## config.mk

```make
export PLATFORM = sky130hd
export DESIGN_NAME = rx_rate_sampler
export DESIGN_NICKNAME = d
export VERILOG_FILES = /design/src/rtl/rrs_pkg.sv /design/src/rtl/rrs_phase.sv /design/src/rtl/rrs_window.sv /design/src/rtl/rrs_carrier.sv /design/src/rtl/rx_rate_sampler.sv
export SDC_FILE = /design/constraint.sdc
export NUM_CORES = 1
export LEC_CHECK = 0
export BUFFER_PORTS_ARGS = -buffer_cell sky130_fd_sc_hd__buf_2
export CORE_MARGIN = 1.5
export CORE_UTILIZATION = 55
export CTS_BUF_LIST = sky130_fd_sc_hd__clkbuf_4 sky130_fd_sc_hd__clkbuf_8
export CTS_CLUSTER_SIZE = 14
export DETAILED_ROUTE_END_ITERATION = 7
export PLACE_DENSITY = 0.78
export SLEW_MARGIN = 10
export SYNTH_ARGS = -nofsm -noshare
export SYNTH_HDL_FRONTEND = slang
export SYNTH_SLANG_ARGS = --single-unit
export TNS_END_PERCENT = 10
```

## constraint.sdc

```tcl
create_clock -name clk -period 3.2 [get_ports clk]
set_clock_uncertainty 0.15 [all_clocks]
set_input_delay 0.16 -clock clk [delete_from_list [all_inputs] [get_ports clk]]
set_output_delay 0.16 -clock clk [all_outputs]
set_load 0.005 [all_outputs]
```

## src/rtl/rrs_pkg.sv

```systemverilog
package rrs_pkg;
  typedef enum logic [1:0] {
    SPD_10   = 2'b00,
    SPD_100  = 2'b01,
    SPD_1000 = 2'b10,
    SPD_RSV  = 2'b11
  } spd_e;
endpackage

```

## src/rtl/rrs_phase.sv

```systemverilog
module rrs_phase
  import rrs_pkg::*;
#(
  parameter int unsigned R100 = 10,
  parameter int unsigned R10  = 100
) (
  input  logic       clk,
  input  logic       rst_n,
  input  logic       dv,
  input  logic [1:0] spd,
  output logic       first,
  output logic       last
);
  localparam int unsigned CW = $clog2(R10 + 1);

  function automatic logic [CW-1:0] win_len(input logic [1:0] s);
    case (spd_e'(s))
      SPD_10:  return CW'(R10);
      SPD_100: return CW'(R100);
      default: return CW'(1);
    endcase
  endfunction

  logic          dv_q;
  logic [CW-1:0] n_q, cnt_q, n_now, ph;
  logic          rise;

  always_comb begin
    rise  = dv & ~dv_q;
    n_now = rise ? win_len(spd) : n_q;
    ph    = rise ? '0 : cnt_q;
    first = dv && (ph == '0);
    last  = dv && (ph == n_now - CW'(1));
  end

  always_ff @(posedge clk) begin
    if (!rst_n) begin
      dv_q  <= 1'b0;
      n_q   <= CW'(1);
      cnt_q <= '0;
    end else begin
      dv_q <= dv;
      if (rise) n_q <= n_now;
      if (dv) cnt_q <= last ? '0 : ph + CW'(1);
      else    cnt_q <= '0;
    end
  end

  // a rising valid starts the count at slot zero
  p_rise_restart_r4: assert property (@(posedge clk) disable iff (!rst_n)
    (dv && !dv_q && n_now > CW'(1)) |=> (cnt_q == CW'(1)));

  // the window length does not move inside a frame
  p_speed_hold_r8: assert property (@(posedge clk) disable iff (!rst_n)
    (dv && dv_q) |=> $stable(n_q));
endmodule

```

## src/rtl/rrs_window.sv

```systemverilog
module rrs_window #(
  parameter int unsigned DW = 8
) (
  input  logic          clk,
  input  logic          rst_n,
  input  logic          dv,
  input  logic          er,
  input  logic [DW-1:0] data,
  input  logic          first,
  input  logic          last,
  output logic          vld,
  output logic [DW-1:0] dout,
  output logic          eout
);
  logic [DW-1:0] hold_q, cap;
  logic          acc_q, acc_now, open_q;

  always_comb begin
    cap     = first ? data : hold_q;
    acc_now = (first ? 1'b0 : acc_q) | er;
  end

  always_ff @(posedge clk) begin
    if (!rst_n) begin
      hold_q <= '0;
      acc_q  <= 1'b0;
      open_q <= 1'b0;
      vld    <= 1'b0;
      dout   <= '0;
      eout   <= 1'b0;
    end else begin
      vld <= 1'b0;
      if (dv) begin
        if (last) begin
          vld    <= 1'b1;
          dout   <= cap;
          eout   <= acc_now;
          open_q <= 1'b0;
        end else begin
          hold_q <= cap;
          acc_q  <= acc_now;
          open_q <= 1'b1;
        end
      end else if (open_q) begin
        vld    <= 1'b1;
        dout   <= hold_q;
        eout   <= acc_q;
        open_q <= 1'b0;
      end
    end
  end

  // a partly filled window is emitted once valid drops
  p_flush_r7: assert property (@(posedge clk) disable iff (!rst_n)
    (!dv && open_q) |=> vld);

  // no sample without an open frame
  p_quiet_r7: assert property (@(posedge clk) disable iff (!rst_n)
    (!dv && !open_q) |=> !vld);

  // an error inside an unfinished window stays recorded
  p_err_sticky_r6: assert property (@(posedge clk) disable iff (!rst_n)
    (dv && er && !last) |=> (open_q && acc_q));
endmodule

```

## src/rtl/rrs_carrier.sv

```systemverilog
module rrs_carrier (
  input  logic clk,
  input  logic rst_n,
  input  logic dv,
  input  logic tx_en,
  output logic crs,
  output logic col
);
  logic armed_q;

  always_ff @(posedge clk) begin
    if (!rst_n) begin
      crs     <= 1'b0;
      col     <= 1'b0;
      armed_q <= 1'b0;
    end else begin
      crs     <= dv;
      col     <= dv & tx_en;
      armed_q <= 1'b1;
    end
  end

  // carrier follows raw valid one cycle later
  p_crs_follow_r9: assert property (@(posedge clk) disable iff (!rst_n)
    armed_q |-> (crs == $past(dv)));

  // collision is raw valid together with transmit enable
  p_col_follow_r10: assert property (@(posedge clk) disable iff (!rst_n)
    armed_q |-> (col == $past(dv & tx_en)));
endmodule

```

## src/rtl/rx_rate_sampler.sv

```systemverilog
module rx_rate_sampler #(
  parameter int unsigned DW   = 8,
  parameter int unsigned R100 = 10,
  parameter int unsigned R10  = 100
) (
  input  logic          clk,
  input  logic          rst_n,
  input  logic          in_dv,
  input  logic          in_er,
  input  logic [DW-1:0] in_data,
  input  logic [1:0]    speed_sel,
  input  logic          tx_en,
  output logic          smp_valid,
  output logic [DW-1:0] smp_data,
  output logic          smp_err,
  output logic          crs,
  output logic          col
);
  logic first, last;

  rrs_phase #(.R100(R100), .R10(R10)) u_phase (
    .clk(clk), .rst_n(rst_n), .dv(in_dv), .spd(speed_sel),
    .first(first), .last(last)
  );

  rrs_window #(.DW(DW)) u_win (
    .clk(clk), .rst_n(rst_n), .dv(in_dv), .er(in_er), .data(in_data),
    .first(first), .last(last),
    .vld(smp_valid), .dout(smp_data), .eout(smp_err)
  );

  rrs_carrier u_car (
    .clk(clk), .rst_n(rst_n), .dv(in_dv), .tx_en(tx_en),
    .crs(crs), .col(col)
  );

  // a one-slot window passes its byte straight through
  p_gig_pass_r1: assert property (@(posedge clk) disable iff (!rst_n)
    (first && last) |=> (smp_valid && smp_data == $past(in_data)
                         && smp_err == $past(in_er)));
endmodule

```

# --- Yosys cells after proc, flatten, opt, wreduce, memory -nomap -nowiden ---
# Index checks and enable logic that the tools add are counted.
word_totals:
  elab_cells: 46
  in_bits: 15
  output_inout_bits: 12
  regBits: 36
classes:
  add_sub_neg: 2
  mux: 15
  eq_ne: 3
  reduce_logical: 9
  bitwise: 7
op_table:
  columns: ["cell", "n"]
  rows:
  - ["8-bit two-way mux", 4]
  - ["7-bit two-way mux", 2]
  - ["7-bit one-hot mux with 2 select lines", 1]
  - ["1-bit two-way mux", 8]
  - ["7-bit by 1-bit adder with 7-bit output, second input constant", 1]
  - ["7-bit equality test", 1]
  - ["7-bit zero test", 1]
  - ["7-bit by 1-bit subtractor with 7-bit output, second input constant", 1]
  - ["2-bit AND reduction", 3]
  - ["1-bit inverter", 4]
  - ["3-bit OR reduction", 1]
  - ["1-bit AND", 2]
  - ["2-bit by 1-bit equality test with 1-bit output, second input constant", 1]
  - ["1-bit logical AND", 2]
  - ["2-bit zero test", 1]
  - ["2-bit by 1-bit inequality test with 1-bit output, second input constant", 1]
  - ["2-bit nonzero test", 1]
  - ["1-bit OR", 1]

# --- Longest topological paths before layout ---
logic_depth:
  word_depth: 9
  mapped_depth: 12
  depth_no_buf: 9

# --- By module ---
# From an unflattened synthesis, not the netlist that was laid out.
unflattened:
  cells_unflattened: 174
  area_unflattened_um2: 1726.7
by_module_without_submodules:
  columns: ["module", "cells_each", "area_each_um2", "n_inst", "seq_area_each_um2"]
  rows:
  - ["rrs_phase", 99, 873.3, 1, 300.3]
  - ["rrs_window", 71, 800.8, 1, 400.4]
  - ["rrs_carrier", 4, 52.6, 1, 40.0]

# --- Least setup slack after synthesis ---
# Ideal clock, no wire load.
synth_path:
  path_kind: "reg-to-reg"
  from: "register, netlist name u_car.crs"
  to: "register u_win.dout[0]"
  stages_incl_launch_ff: 12
  setup_time_ns: 0.123
  synth_period_minus_slack_ns: 2.799
  arrival_ns: 2.527
  path_buffers: 3
  slack_ns: 0.401
  t_required_ns: 2.927
  cell_sequence: "dfxtp_1 > nand2b_4 > buf_2 > clkbuf_1 > nor3b_1 > a21oi_1 > ha_1 > a211o_1 > a2111oi_4 > a31oi_1 > buf_4 > mux2i_1"
synth_lines:
  columns: ["item", "line_no", "text"]
  rows:
  - ["to (signal assigned)", "rrs_window.sv:36", "dout <= cap;"]
  - ["to (signal assigned)", "rrs_window.sv:46", "dout <= hold_q;"]
  - ["to (decl)", "rrs_window.sv:12", "output logic [DW-1:0] dout,"]

==> metrics.md <==
| Metric | Value |
|---|---|
| Outcome | completed |
| Worst reg2reg path depth | 8 |
| Fin worst setup slack | 0.2385 ns |
| Final Hold Fails | 0 |
| Placed cell area | 1913 sq um |
| Initial antenna violation count | 0 |
| Via density | 5.535 |
| Post-synthesis mux area share | 0.1109 |
| Max VDD drop | 0.2157 mV |
| Hold crit path type | input port to register |
| Cell area after layout | 2118 sq um |
| Main synth FF type | dfxtp_1 |
| Final Max Slew Viols | 0 |
| Clk pwr share | 0.348 |
| Reg power frac | 0.475 |
| Final setup TNS | 0 ns |
| Post-synth EDFFs | 0 |
| Kind of critical path | register to register |
| DIE WIDTH | 59.58 um |
| Delay of the slowest critical-path stage | 0.52 ns |
| Synthesized area | 1760 sq um |
| Hold_ws | 0.03243 ns |
| # rows | 20 |
| Most frequent cells in the layout | 36 x dfxtp_1, 32 x nand2_1, 26 x buf_2, 18 x mux2i_1, 11 x nor2_1 |
| Most common cell after layout, fill and taps aside | dfxtp_1 |
| Worst-Skew Late Latency | 0.35 ns |
| Seq/Total Area, Yosys | 0.4094 |
| Vias in the first global route | 1371 |
| Count of buffer and inverter cells on the critical path | 0 |
| Post-synthesis simple-gate area fraction | 0.2331 |
| N_diodes | 0 |
| Yosys warns | 0 |
| Comb pwr share | 0.177 |
| # Max-Cap Violations | 0 |
| Final Setup Violations | 0 |
| Max Buffers Root-to-Sink | 2 |
| Root Buffer | clkbuf_4 |
| Total Nets Final | 248 |
| Fin crit share | 0.9255 |
| Final ANT Viol Nets | 0 |
| WL final | 3860 um |
| Syn nets | 213 |
| Overflow after GRT | 0 |
| Largest net degree at the start of global routing | 38 |
| CP Cell Sequence | nand2b_4 -> nor3b_1 -> a21oi_1 -> ha_1 -> a211o_1 -> a2111oi_4 -> a31oi_2 -> mux2i_1 |
| Sw Share | 0.2610 |
| Total die area | 3549 sq um |
| Via Count | 1522 |
| Power per cell area | 490.6 nW/um^2 |
| Net switching power | 0.2713 mW |
| Synth Area in Compound Gates | 0.1180 |
| CP Capture Type | register |
| Worst-path maximum fanout | 9 |
| Layout Area Growth over Synthesis | 20.33% |
| GRT Resource Usage Total | 0.2287 |
| R2r endpoint | u_win.dout[7] |
| Pre-CTS setup slack | -0.03625 ns |
| Unrepaired setup endpoints after global routing | yes |
| Slew headroom | 0.4622 |
| Layout cell share with drive strength beyond 1 | 0.1818 |
| Final GP Congestion | 0.9076 |
| Detailed placement HPWL | 2546 um |
| IO Port Bufs | 26 |
| CTS buffer count | 5 |
| Required time of the critical path | 3.26 ns |
| Crit path DAT | 3.03 ns |
| Yosys cell types | 35 |
| I/O pin count | 27 |
| H-tree depth | 2 |
| Starting Density | 0.5766 |
| Worst-Margin Slew | 0.8042 ns |
| DR iter-0 viols | 108 |
| Avg Inst Size Synth | 9.028 sq um |
| Setup Buffers After CTS | 0 |
| Hold Startpoint | in_dv |
| Avg WL per Cell | 14.04 um |
| Clock transition at path regs | 0.11 ns |
| Adder-cell share of the synthesized area | 0.02132 |
| Post-synthesis xor/xnor area fraction | 0.06965 |
| CTS Sinks | 36 |
| Min-Delay Endpoint | u_car.col |
| DRC errors left | 0 |
| Hold path depth | 2 |
| FF-to-FF Start | u_car.crs |
| First-pass GRT wire length | 5968 um |
| CP max-delay cell | a2111oi_4 |
| Leakage | 0.9718 nW |
| Largest family of logic cells by synthesized area | simple AND/OR/NAND/NOR gates |
| FFs w/ async S/R, synth | 0 |
| Int Pwr | 0.7681 mW |
| Cells after Synth | 195 |
| Fmax | 0.3377 GHz |
| Critical path startpoint category | register |
| Die Y | 59.58 um |
| Seq cells post-synth | 36 |
| Drt pass-1 iters | 4 |
| Delay-heaviest family, CP | compound AO/OA/AOI/OAI gates |
| CTS tree | done |
| Core area | 3053 sq um |
| Crit path time final | 2.961 ns |
| Worst R2R Setup Slack | 0.24 ns |
==> kinds of logic (layout without fill, tap and decap cells) <==
family,count (synthesis),after routing
xor+xnor,14,14
flops,36,36
mux,19,19
buf+inv,15,51
fa+ha+maj,3,3
compound gates,29,29
simple gates,79,79
==> state kept, by name (all words and copies together) (netlist names) <==
register / flops
u_win.eout: 1
u_win.open_q: 1
u_phase.n_q: 7
u_car.crs: 1
u_car.col: 1
u_win.vld: 1
u_phase.cnt_q: 7
u_win.dout: 8
u_win.acc_q: 1
u_win.hold_q: 8
==> metal layers <==
layer | GRT usage | vias to the layer above | wire (um) | share of wire
met4 | 0.1270 | 0 | 87 | 0.023
met2 | 0.3721 | 61 | 1901 | 0.49
met3 | 0.05459 | 10 | 260 | 0.067
met1 | 0.2755 | 711 | 1610 | 0.42
met5 | 0 | - | 0 | 0
li1 | - | 740 | - | -
==> worst register-to-register path: stages (launching register included) <==
cell       delay (ns)
dfxtp_1          0.38
nand2b_4         0.18
nor3b_1          0.32
a21oi_1          0.11
ha_1             0.24
a211o_1          0.30
a2111oi_4        0.52
a31oi_2          0.42
mux2i_1          0.22
==> how the worst max path moves through the flow <==
stage,start,endpoint,cells past startpoint
2_1_floorplan,u_car.crs,u_win.dout[0],11
3_3_place_gp,u_car.crs,u_win.dout[3],7
3_5_place_dp,u_car.crs,u_win.dout[2],9
4_1_cts,u_car.crs,u_win.hold_q[2],9
5_1_grt,u_car.crs,u_win.dout[2],8
6_report,u_car.crs,u_win.dout[7],8
==> power by group through the flow <==
stage               registers, mW  clock network, mW  logic [mW]
finish                      0.494              0.362       0.184
global route                0.497              0.387       0.199
CTS                         0.493              0.367       0.179
detailed placement          0.502                  0       0.169
global placement            0.501                  0       0.162
floorplan                   0.501                  0       0.124
==> synthesized netlist by cell type (3+ instances only) <==
cell type / number / area share
a21oi_1: 10 / 0.028
a31oi_1: 3 / 0.011
and2_1: 5 / 0.018
and3_1: 5 / 0.018
clkbuf_1: 6 / 0.013
dfxtp_1: 36 / 0.41
ha_1: 3 / 0.021
inv_1: 5 / 0.011
mux2i_1: 18 / 0.10
nand2_1: 32 / 0.068
nand2b_1: 8 / 0.028
nand3_1: 5 / 0.014
nand4_1: 3 / 0.011
nor2_1: 11 / 0.023
o211ai_1: 8 / 0.034
xnor2_1: 7 / 0.035
xor2_1: 7 / 0.035
==> final cells by class <==
class	instances	area, sq um
Timing Repair Buffer	38	245.2
Fill cell	249	934.6
Clock buffer	7	65.06
Clock inverter	1	30.03
Sequential cell	36	720.7
Tap cell	44	55.05
Multi-Input combinational cell	144	983.4
Inverter	5	18.77
==> what timing repair did <==
action	4_1_cts	5_1_grt
gates cloned	0	0
hold buffers	10	0
endpoints found under the hold margin	14	0
gates resized for setup	1	1
setup endpoints to repair	4	9
==> metrics by stage <==
stage | instances | util | power, mW
global placement | 257 | 0.6266 | 0.6632
floorplan | 195 | - | 0.6241
detailed placement | 257 | 0.6266 | 0.6709
CTS | 275 | 0.6926 | 1.039
finish | 275 | 0.6939 | 1.039
global route | 275 | 0.6939 | 1.083
Note: power is estimated with default switching activity, not from simulation.
